<file path="src/rtl/mac_xfer_pkg.sv">
package mac_xfer_pkg;
    localparam int unsigned DW        = 32;
    localparam int unsigned PW        = 2 * DW;
    localparam int unsigned WIN_BASE  = 25;
    localparam int unsigned WIN_REGS  = 3;
    localparam int unsigned BPR       = DW / 8;
    localparam int unsigned WIN_BYTES = WIN_REGS * BPR;
    localparam int unsigned WIN_W     = WIN_BYTES * 8;
    localparam int unsigned RW        = 5;
    localparam int unsigned BW        = $clog2(BPR);
    localparam int unsigned LW        = $clog2(WIN_BYTES + 1);
    localparam int unsigned MODE_BIT  = 0;
    localparam int unsigned CARRY_BIT = 1;

    typedef struct packed {
        logic             mode;
        logic             carry;
        logic [PW-1:0]    prod;
        logic [PW-1:0]    acc;
        logic             rd_valid;
        logic [WIN_W-1:0] rd_data;
        logic             err;
    } mac_state_t;
endpackage

</file>
<file path="src/rtl/mac_win_decode.sv">
module mac_win_decode
    import mac_xfer_pkg::*;
(
    input  logic [RW-1:0]        x_reg,
    input  logic [BW-1:0]        x_byte,
    input  logic [LW-1:0]        x_len,
    output logic                 legal,
    output logic                 at_mode,
    output logic [WIN_BYTES-1:0] lane
);
    localparam int unsigned AW = 8;

    logic [AW-1:0] reg_w;
    logic [AW-1:0] start_w;
    logic [AW-1:0] end_w;
    logic          in_win;

    always_comb begin
        reg_w   = AW'(x_reg);
        start_w = AW'((reg_w - AW'(WIN_BASE)) * AW'(BPR)) + AW'(x_byte);
        end_w   = start_w + AW'(x_len);
        in_win  = (reg_w >= AW'(WIN_BASE)) && (reg_w < AW'(WIN_BASE + WIN_REGS));
        legal   = in_win && (end_w <= AW'(WIN_BYTES));
        at_mode = (reg_w == AW'(WIN_BASE)) && (x_len != '0);
    end

    for (genvar i = 0; i < WIN_BYTES; i++) begin : g_lane
        assign lane[i] = legal && (AW'(i) >= start_w) && (AW'(i) < end_w);
    end
endmodule

</file>
<file path="src/rtl/mac_mult.sv">
module mac_mult
    import mac_xfer_pkg::*;
(
    input  logic [DW-1:0] a,
    input  logic [DW-1:0] b,
    output logic [PW-1:0] p
);
    assign p = {{DW{1'b0}}, a} * {{DW{1'b0}}, b};
endmodule

</file>
<file path="src/rtl/mac_xfer_unit.sv">
module mac_xfer_unit
    import mac_xfer_pkg::*;
(
    input  logic             clk,
    input  logic             rst_n,
    input  logic [DW-1:0]    op_a,
    input  logic [DW-1:0]    op_b,
    input  logic             x_valid,
    input  logic             x_out,
    input  logic [RW-1:0]    x_reg,
    input  logic [BW-1:0]    x_byte,
    input  logic [LW-1:0]    x_len,
    input  logic [WIN_W-1:0] x_wdata,
    output logic             rd_valid,
    output logic [WIN_W-1:0] rd_data,
    output logic             x_err,
    output logic [PW-1:0]    prod_o,
    output logic [PW-1:0]    acc_o,
    output logic             acc_mode_o,
    output logic             carry_o
);
    logic                 cmd_legal;
    logic                 cmd_at_mode;
    logic [WIN_BYTES-1:0] cmd_lane;
    logic [PW-1:0]        mul_p;

    mac_win_decode u_dec (
        .x_reg   (x_reg),
        .x_byte  (x_byte),
        .x_len   (x_len),
        .legal   (cmd_legal),
        .at_mode (cmd_at_mode),
        .lane    (cmd_lane)
    );

    mac_mult u_mul (
        .a (op_a),
        .b (op_b),
        .p (mul_p)
    );

    mac_state_t s_q, s_d;

    logic             wr, rd, mode_wr, mode_byte, mode_new, clr;
    logic [PW-1:0]    base, sum, pmerge;
    logic [WIN_W-1:0] img;

    always_comb begin
        s_d       = s_q;
        wr        = x_valid && x_out && cmd_legal;
        rd        = x_valid && !x_out && cmd_legal;
        mode_wr   = wr && cmd_at_mode;
        mode_byte = wr && cmd_lane[0];
        mode_new  = mode_byte ? x_wdata[MODE_BIT] : s_q.mode;
        clr       = mode_byte && x_wdata[CARRY_BIT] && s_q.carry;
        base      = clr ? '0 : s_q.acc;
        sum       = base + mul_p;

        img = {s_q.prod, {(DW-2){1'b0}}, s_q.carry, s_q.mode};
        for (int k = 0; k < WIN_BYTES; k++) begin
            s_d.rd_data[k*8 +: 8] = (rd && cmd_lane[k]) ? img[k*8 +: 8] : 8'h00;
        end
        s_d.rd_valid = rd;
        s_d.err      = x_valid && !cmd_legal;

        pmerge = s_q.prod;
        for (int k = BPR; k < WIN_BYTES; k++) begin
            if (wr && cmd_lane[k]) begin
                pmerge[(k-BPR)*8 +: 8] = x_wdata[k*8 +: 8];
            end
        end

        s_d.mode  = mode_new;
        s_d.carry = s_q.carry && !clr;
        if (!mode_new) begin
            s_d.prod = mul_p;
            s_d.acc  = '0;
        end else if (mode_wr) begin
            s_d.prod  = sum;
            s_d.acc   = sum;
            s_d.carry = (s_q.carry && !clr) || (sum < base);
        end else begin
            s_d.prod = pmerge;
            s_d.acc  = base;
        end
    end

    always_ff @(posedge clk or negedge rst_n) begin
        if (!rst_n) begin
            s_q <= '0;
        end else begin
            s_q <= s_d;
        end
    end

    assign rd_valid   = s_q.rd_valid;
    assign rd_data    = s_q.rd_data;
    assign x_err      = s_q.err;
    assign prod_o     = s_q.prod;
    assign acc_o      = s_q.acc;
    assign acc_mode_o = s_q.mode;
    assign carry_o    = s_q.carry;
endmodule

</file>
<file path="config.mk">
export PLATFORM = sky130hd
export DESIGN_NAME = mac_xfer_unit
export DESIGN_NICKNAME = d
export VERILOG_FILES = /design/src/rtl/mac_xfer_pkg.sv /design/src/rtl/mac_win_decode.sv /design/src/rtl/mac_mult.sv /design/src/rtl/mac_xfer_unit.sv
export SDC_FILE = /design/constraint.sdc
export NUM_CORES = 2
export LEC_CHECK = 0
export BUFFER_PORTS_ARGS = -buffer_cell sky130_fd_sc_hd__buf_2
export CAP_MARGIN = 10
export CORE_UTILIZATION = 55
export DETAILED_ROUTE_END_ITERATION = 16
export MAX_ROUTING_LAYER = met4
export PLACE_DENSITY = 0.88
export SLEW_MARGIN = 30
export SYNTH_ARGS = -nofsm -noshare
export SYNTH_HDL_FRONTEND = slang
export SYNTH_HIERARCHICAL = 1
export SYNTH_SLANG_ARGS = --single-unit
</file>
<file path="constraint.sdc">
create_clock -name clk -period 5.1 [get_ports clk]
set_clock_uncertainty 0.05 [all_clocks]
set_input_delay 1.275 -clock clk [delete_from_list [all_inputs] [get_ports clk]]
set_output_delay 1.275 -clock clk [all_outputs]
set_load 0.005 [all_outputs]
</file>
==> impl_metrics.json <==
{
  "final_util_pct": 74.0,
  "rsz0062_at_grt": "true",
  "holdCritPathClass": "register to register",
  "final-max-slew-violation-count": 0,
  "cts_tree": "yes",
  "die_height_um": 299,
  "h-tree-depth": 4,
  "grt_overflow": 0,
  "area_growth_pct": 32.5,
  "status": "finished with violations",
  "die_w_um": 299,
  "worstPathArrival_ns": 11.76,
  "vias": 47300,
  "grt_pass1_wl_mm": 274,
  "relSlewSlack_pct": 57.2,
  "clkSinkCount": 198,
  "grt_max_degree": 108,
  "numPortBuffers": 342,
  "fill_cells": 5597,
  "min-delay-start": "prod_o[14]$_DFFE_PN0P_",
  "grt_usage_pct": 40.8,
  "std_cell_rows": 108,
  "syn_area_mm2": 0.0487,
  "multi_input_area_mm2": 0.0420,
  "cp_max_fo": 12,
  "dr.pass1.iters": 6,
  "globalplace.congestion": 1.04,
  "reg2regPathDepth": 26,
  "cts-root-buf": "clkbuf_16",
  "cts.clk_slew.worst_paths_ns": 0.08,
  "setup_viol_count_final": 121,
  "crit_type": "input port to register",
  "min_path_cells": 2,
  "violations": "setup timing",
  "setup_ws_ns": -6.31,
  "final_cell_mix": "buf_4 (1,077), inv_1 (955), fa_1 (849), nand2_1 (710), and2_1 (555)",
  "cpMostUsedCell": "fa_1",
  "min_to": "prod_o[14]$_DFFE_PN0P_",
  "core_area_mm2": 0.0872,
  "cts_buffers": 17,
  "regArea_mm2": 0.00495,
  "r2r_setup_slack_ns": -0.24,
  "nets": 8225,
  "rr_startpoint": "carry_o$_DFF_PN0_",
  "cpPeakStageDelay_ns": 0.63,
  "worstPathRequired_ns": 5.46,
  "start_util_pct": 55.8,
  "worst_pin_slew_ns": 0.635,
  "max_freq_mhz": 87.7,
  "synth_warnings": 6,
  "ioPinCount": 403,
  "drtAntennaViolNets": 0,
  "grt_pass1_vias": 49700,
  "vias_per_cell": 5.95,
  "crit_path_end_kind": "register",
  "antenna_found_initial": 11,
  "avgSynthCellArea_um2": 8.78,
  "drive_gt1_share_pct": 31.9,
  "startpoint_type": "input port",
  "synth_cells": 5544,
  "fin_crit_sh_pct": 224,
  "fin_crit_ns": 11.41,
  "worst_skew_pair.late_latency_ns": 0.49,
  "hold_viol_final": 0,
  "drt_drc_violations_left": 0,
  "dp_hpwl_mm": 143,
  "cp_slowest_cell": "fa_2",
  "routed_wl_mm": 182,
  "layout_commonest_cell": "buf_4",
  "cts_buffer_depth": 2,
  "maxCapViolCount": 0,
  "r2r_end": "carry_o$_DFF_PN0_",
  "routedWlPerCell_um": 22.9,
  "die_area_mm2": 0.0896,
  "drtIter0Drc": 5218,
  "cts_hold_buf": 0
}
[critical path, delay by kind of cell]
| kind | cells | cell delay (ns) |
|---|---|---|
| adders and majority gates | 11 | 5.05 |
| and+or+nand+nor | 12 | 2.20 |
| AOI/OAI and AO/OA | 12 | 2.00 |
| buffers and inverters | 8 | 0.85 |
| xor gates and xnor gates | 2 | 0.35 |
[per-stage QoR]
step | setup slack [ns] | setup TNS (ns) | hold slack [ns] | cells | instance area, um^2
2_1_floorplan | -5.83 | -403.90 | 0.427 | 5573 | 50400
3_3_place_gp | -6.62 | -533.37 | 0.442 | 7808 | 60300
3_5_place_dp | -6.80 | -545.76 | 0.441 | 7808 | 60300
4_1_cts | -5.96 | -457.90 | 0.461 | 7890 | 62800
5_1_grt | -6.49 | -498.77 | 0.499 | 7937 | 64500
6_report | -6.31 | -476.95 | 0.464 | 7938 | 64500
[cell type report]
| type | instances | area share (%) |
|---|---|---|
| repair buffers | 1520 | 18.2 |
| clock inverters | 14 | 0.291 |
| diodes | 9 | 0.0349 |
| multi-input cells | 4049 | 65.2 |
| inverters | 975 | 5.69 |
| flip-flops and latches | 198 | 7.69 |
| well taps | 1155 | 2.24 |
| clock buffers | 18 | 0.666 |
[sequential cells by signal (all words and copies together) (netlist names)]
name        count
carry_o         1
acc_mode_o      1
rd_valid        1
x_err           1
prod_o         64
acc_o          64
rd_data        66
[worst max path at each step]
stage / cells past startpoint / to / slack, ns / start
finish: 45 / carry_o$_DFF_PN0_ / -6.31 / op_b[11]
global route: 44 / carry_o$_DFF_PN0_ / -6.49 / op_a[6]
CTS: 42 / carry_o$_DFF_PN0_ / -5.96 / op_b[5]
detailed placement: 43 / carry_o$_DFF_PN0_ / -6.80 / op_b[5]
global placement: 39 / carry_o$_DFF_PN0_ / -6.62 / op_a[11]
floorplan: 41 / carry_o$_DFF_PN0_ / -5.83 / op_b[6]
[layer usage]
layer | track usage (%) | routed length, um | up-vias
met1 | 50.3 | 65000 | 23400
met4 | 19.5 | 12400 | 0
met2 | 64.9 | 85200 | 3188
li1 | - | - | 19700
met3 | 7.79 | 19100 | 996
met5 | - | 0 | -
[repair_timing]
action                     in CTS  in global routing
gates resized for setup       283                287
pin swaps                     170                163
hold endpoints to repair        0                  0
gates cloned                    5                  1
setup endpoints to repair     121                123
setup buffers                  46                 42
Power is not shown: default switching activity piles up to over one toggle a cycle in this logic, so the estimate is an artifact.
